**config.mk**
```make
export PLATFORM = sky130hd
export DESIGN_NAME = isa_predecode
export DESIGN_NICKNAME = d
export VERILOG_FILES = /design/src/rtl/isa_predecode.sv
export SDC_FILE = /design/constraint.sdc
export NUM_CORES = 1
export LEC_CHECK = 0
export CELL_PAD_IN_SITES_DETAIL_PLACEMENT = 0
export CELL_PAD_IN_SITES_GLOBAL_PLACEMENT = 1
export CORE_MARGIN = 2
export CORE_UTILIZATION = 33
export CTS_CLUSTER_SIZE = 20
export DETAILED_ROUTE_END_ITERATION = 10
export HOLD_SLACK_MARGIN = 0.1
export PLACE_DENSITY_LB_ADDON = 0.1
export REMOVE_ABC_BUFFERS = 1
export SLEW_MARGIN = 20
export SYNTH_ARGS = -nofsm -noshare
export SYNTH_HDL_FRONTEND = slang
export SYNTH_SLANG_ARGS = --single-unit
export TNS_END_PERCENT = 30
```
**constraint.sdc**
```tcl
create_clock -name clk -period 3.7 [get_ports clk]
set_input_delay 0.555 -clock clk [delete_from_list [all_inputs] [get_ports clk]]
set_output_delay 0.555 -clock clk [all_outputs]
set_load 0.03 [all_outputs]
```
**src/rtl/isa_predecode.sv**
```systemverilog
module isa_predecode #(
  parameter int XLEN = 64
) (
  input  logic            clk,
  input  logic            rst_n,
  input  logic            in_valid,
  input  logic [31:0]     in_word,
  input  logic [XLEN-1:0] base_val,
  output logic [5:0]      base_idx,
  output logic [1:0]      cur_mode,
  output logic [1:0]      ilen_h,
  output logic [2:0]      iclass,
  output logic            illegal,
  output logic            jumbo_tail,
  output logic            redir_valid,
  output logic [1:0]      redir_mode,
  output logic [XLEN-1:0] redir_pc,
  output logic            switch_fault
);
  localparam logic [1:0] M_RV = 2'd0, M_CX = 2'd1, M_NT = 2'd2;
  localparam logic [2:0] C_RVC = 3'd0, C_RV32 = 3'd1, C_NAT = 3'd2, C_JMB = 3'd3, C_RSV = 3'd4;
  localparam logic [1:0] JMAX = 2'd2;

  logic [1:0]      jcnt;
  logic            hit;
  logic [1:0]      tmode;
  logic [XLEN-1:0] disp;

  wire       rv_mode  = (cur_mode == M_RV);
  wire [1:0] lo       = in_word[1:0];
  wire       nat_word = !rv_mode && (lo == 2'b00);

  always_comb begin
    ilen_h  = 2'd2;
    iclass  = C_RV32;
    illegal = 1'b0;
    if (rv_mode) begin
      if (lo != 2'b11) begin
        ilen_h = 2'd1;
        iclass = C_RVC;
      end
    end else begin
      case (lo)
        2'b00: begin
          iclass  = C_NAT;
          illegal = in_valid && (in_word[3:2] == 2'b01);
        end
        2'b01: begin
          iclass  = C_JMB;
          illegal = in_valid && (jcnt == JMAX);
        end
        2'b10: begin
          iclass  = C_RSV;
          illegal = in_valid;
        end
        default: ;
      endcase
    end
  end

  assign jumbo_tail = in_valid && (jcnt != 2'd0);
  assign base_idx   = nat_word ? in_word[21:16] : {1'b0, in_word[19:15]};

  always_comb begin
    hit   = 1'b0;
    tmode = M_RV;
    disp  = {{(XLEN-12){in_word[31]}}, in_word[31:20]};
    if (lo == 2'b11 && in_word[6:2] == 5'b00000 && in_word[11:7] == 5'd0) begin
      hit = 1'b1;
      case (in_word[14:12])
        3'b100:  tmode = M_RV;
        3'b110:  tmode = M_CX;
        3'b101:  tmode = M_NT;
        default: hit = 1'b0;
      endcase
    end else if (nat_word && in_word[3:2] == 2'b11 && in_word[15:8] == 8'h00) begin
      hit  = 1'b1;
      disp = {{(XLEN-10){in_word[31]}}, in_word[31:22]};
      case (in_word[7:4])
        4'b0100: tmode = M_RV;
        4'b0110: tmode = M_CX;
        4'b0101: tmode = M_NT;
        default: hit = 1'b0;
      endcase
    end
  end

  wire [XLEN-1:0] target = base_val + disp;
  wire take = in_valid && !redir_valid && !switch_fault;
  wire sw   = take && hit && (jcnt == 2'd0);
  wire mis  = (tmode == M_RV) ? target[0] : (target[1:0] != 2'b00);

  always_ff @(posedge clk or negedge rst_n) begin
    if (!rst_n) begin
      cur_mode     <= M_RV;
      jcnt         <= 2'd0;
      redir_valid  <= 1'b0;
      switch_fault <= 1'b0;
      redir_mode   <= M_RV;
      redir_pc     <= '0;
    end else begin
      redir_valid  <= sw && !mis;
      switch_fault <= sw && mis;
      if (sw) begin
        redir_mode <= tmode;
        redir_pc   <= target;
      end
      if (sw && !mis) cur_mode <= tmode;
      if (take) begin
        if (!sw && iclass == C_JMB && jcnt != JMAX) jcnt <= jcnt + 2'd1;
        else jcnt <= 2'd0;
      end
    end
  end
endmodule

```
==> impl_metrics.json <==
{
  "result_of_the_run": "finished clean",
  "gp_routability_congestion": 0.8384,
  "holdCritPathClass": "input pin to asynchronous set/reset pin",
  "htreeDepth": 3,
  "main_synth_ff_type": "dfrtp_1",
  "final_max_slew_viol_count": 0,
  "row_count": 53,
  "clock_tree_from_tritoncts": "done",
  "finalSetupViolCount": 0,
  "worst_ep_arrival_time_ps": 3760,
  "antenna_violating_nets_post_route": 0,
  "syn_to_final_growth_pct": 51.21,
  "synth_async_sr_flop_share": 1.000,
  "fmax_ghz": 0.2838,
  "drv_cap": 0,
  "place_inst": 1403,
  "grt_max_degree": 73,
  "dieArea_um2": 22320,
  "mostFrequentLayoutCells": "clkdlybuf4s50_1 (167), nand2_1 (132), buf_4 (111), a21oi_1 (88), o21ai_0 (74)",
  "grt_util_all_layers": 0.2222,
  "filler_free_cell_count_of_the_finished_design": 1439,
  "synth.ff_latch_count": 72,
  "timing.rr.start": "cur_mode[1]",
  "setup.worst_path.end_class": "flop",
  "drtPass1Iterations": 5,
  "muxShareOfSynthArea": 0.03676,
  "r2r_slack_ps": 230,
  "die_height_um": 149.4,
  "cp_max_fo": 5,
  "clk_root_buffer_cell": "clkbuf_16",
  "worstPathCellList": "buf_8, nor4_4, and3_4, nand3_4, buf_6, mux2_4, ha_4, o211ai_1, a21oi_4, o211ai_1, a31oi_2, buf_4, or2_4, a21oi_4, o21ai_2, xnor2_1, o21ai_1",
  "placement.cell_area_um2": 9727,
  "final_net_count": 1324,
  "clock_latency_late_sink_ps": 360,
  "synthCells": 890,
  "core_region_area_um2": 20890,
  "fraction_of_layout_instances_using_a_drive_strength_above_1": 0.1976,
  "launching_instance_or_port_of_the_critical_path": "in_word[14]",
  "avgSynthCellArea_um2": 7.840,
  "io_buffer_count": 181,
  "synth.top_cells.by_area": "dfrtp_1 (26%), ha_1 (12%), nand2_1 (7.1%), a21oi_1 (6.7%), o21ai_0 (5.4%)",
  "final-hold-violation-count": 0,
  "synth_adder_area_share": 0.1194,
  "critical_path.max_stage_delay_ps": 310,
  "unrepaired_setup_endpoints_after_global_routing": "true",
  "route.detailed.drc": 0,
  "multi_input_comb_area_um2": 5270,
  "synth_simple_gate_area_share": 0.1980,
  "via_per_inst": 5.166,
  "peakVddDrop_v": 0.0002102,
  "critical_path_required_ps": 3940,
  "postLayoutCellArea_um2": 10550,
  "yosysUniqueCellTypes": 71,
  "synth_top_cell_by_area": "dfrtp_1",
  "detailroute.via_count": 7434,
  "clkTransAtPathRegs_ps": 60,
  "die_width_um": 149.4,
  "fill_cells": 2074,
  "worstSetupPathDepth": 17,
  "power_leakage_nw": 4.517,
  "yosys_warnings": 0,
  "drt_wl_total_mm": 24.36,
  "maximum_clock_skew_at_final_layout_ps": 6.981,
  "post_synth_xor_area_fraction": 0.07782,
  "max_slew_margin": 0.4062,
  "drt_first_iter_violations": 399,
  "worst-r2r-cell-count": 16,
  "mostFrequentLayoutCell": "clkdlybuf4s50_1",
  "yosys.area.top_type_share": 0.2582,
  "sequential_cell_area_um2": 1802,
  "global_route.overflow_total": 0,
  "crit_path_max_delay_family": "compound AO/OA/AOI/OAI gates",
  "power_density_nw_per_um2": 272.7,
  "combinational_family_with_the_most_area_after_synthesis": "compound AO/OA/AOI/OAI gates",
  "initial_utilization": 0.3341,
  "syn_area_um2": 6978,
  "timing.final.crit_share": 0.9523,
  "fin_util": 0.5051,
  "hpwlAfterDp_mm": 19.10,
  "grt_pass1_vias": 7620,
  "routedWlPerCell_um": 16.93,
  "grt_pass1_wl_mm": 39.23,
  "crit_path_top_delay_cell": "mux2_4",
  "worstMarginPinSlew_ps": 881.4,
  "clk_path_buf_depth": 2,
  "critPathLaunchType": "input pin",
  "boundaryPins": 182,
  "antenna_cells": 0,
  "critical_path_buf_inv_count": 3,
  "cts.sinks": 72,
  "grt_antenna_before_repair": 0,
  "worst-setup-path-type": "input pin to flop",
  "fin_crit_ps": 3523,
  "register_area_share_after_synthesis": 0.2582,
  "cts_made_buffers": 9,
  "synth-compound-area-share": 0.2702,
  "number_of_enable_flip_flop_cells_after_synthesis": 0
}
registers in the layout, indices dropped and copies added (netlist names):
register and count:
cur_mode 2, switch_fault 1, redir_mode 2, redir_pc 64, jcnt 2, redir_valid 1
area by class of cell:
| type | instances | area share |
|---|---|---|
| Clock inverter | 4 | 0.002609 |
| Inverter | 29 | 0.01032 |
| Sequential cell | 72 | 0.1708 |
| Tap cell | 275 | 0.03261 |
| Multi-Input combinational cell | 750 | 0.4995 |
| Timing Repair Buffer | 297 | 0.2590 |
| Clock buffer | 12 | 0.02526 |
power breakdown:
part | switching [W] | internal [W] | total, W | leakage [nW]
registers | 0.00000149 | 0.000790 | 0.000792 | 0.995
logic | 0.000637 | 0.000556 | 0.00119 | 3.39
clock network | 0.000384 | 0.000509 | 0.000893 | 0.137
per-layer routing:
metal / share of wire / GRT usage / vias to the layer above / wire (µm)
met3: 0.039 / 0.02957 / 19 / 960
met2: 0.48 / 0.3835 / 160 / 11790
met4: 0.012 / 0.05190 / 0 / 300
met5: 0 / 0 / - / 0
li1: - / - / 3768 / -
met1: 0.46 / 0.2947 / 3487 / 11310
worst paths after layout:
path                           endpoint
setup reg to reg           redir_pc[53]
min in group clk           redir_pc[10]
hold / removal              redir_pc[3]
hold reg to reg            redir_pc[10]
setup / recovery           redir_pc[46]
max in group asynchronous  redir_pc[36]
cells by family (layout without fill, tap and decap cells):
group,count (synthesis),count (layout)
AO/OA/AOI/OAI,310,310
XOR/XNOR,62,62
adder cells (fa/ha/maj),66,66
buffers and inverters,68,342
flip-flops,72,72
multiplexers,23,23
AND/OR/NAND/NOR,289,289
cells in the mapped netlist, types with 2 or more instances:
cell type	count
nor4_2	2
a21oi_2	2
o21a_1	9
and2_1	7
nand2_1	132
nand2b_1	5
nor2b_1	9
o21bai_1	14
a211oi_1	2
xnor2_1	32
mux2i_1	2
nor2_2	2
or3_4	2
or2_2	5
a211oi_2	2
a22oi_1	4
nand4_1	25
nand3b_1	3
o31ai_1	4
o211ai_1	8
a21o_1	21
xor2_1	30
a21boi_1	4
a21oi_1	94
nor3b_1	5
nor4_1	6
mux2_2	21
nand2_2	3
nor2_1	50
o21ai_1	30
a21boi_0	4
nor3_1	12
inv_1	28
buf_1	2
dfrtp_1	72
clkbuf_1	20
nand3_1	10
o21ai_0	75
buf_2	16
a31oi_1	16
and3_1	3
ha_1	65
o22ai_1	4
stage by stage:
step / hold slack, ps / setup WS, ps / setup TNS [ps] / total power (W)
global route: 299.2 / -20.09 / -62.02 / 0.003056
global placement: 461.5 / -754.4 / -28290 / 0.001924
CTS: 410.4 / -26.47 / -43.54 / 0.002892
finish: 235.4 / 176.6 / 0 / 0.002878
floorplan: 259.4 / -2215 / -106680 / 0.001452
detailed placement: 470.0 / -837.7 / -33010 / 0.001917
repair_timing:
item                                    4_1_cts  5_1_grt
buffers inserted                             15        3
endpoints found under the hold margin         0        0
pin swaps                                    28       13
endpoints found under the setup margin       46       41
gates cloned                                  1        0
resized for setup                            54       33
hold buffers                                  0        0
Note: power is estimated with default switching activity, not from simulation.
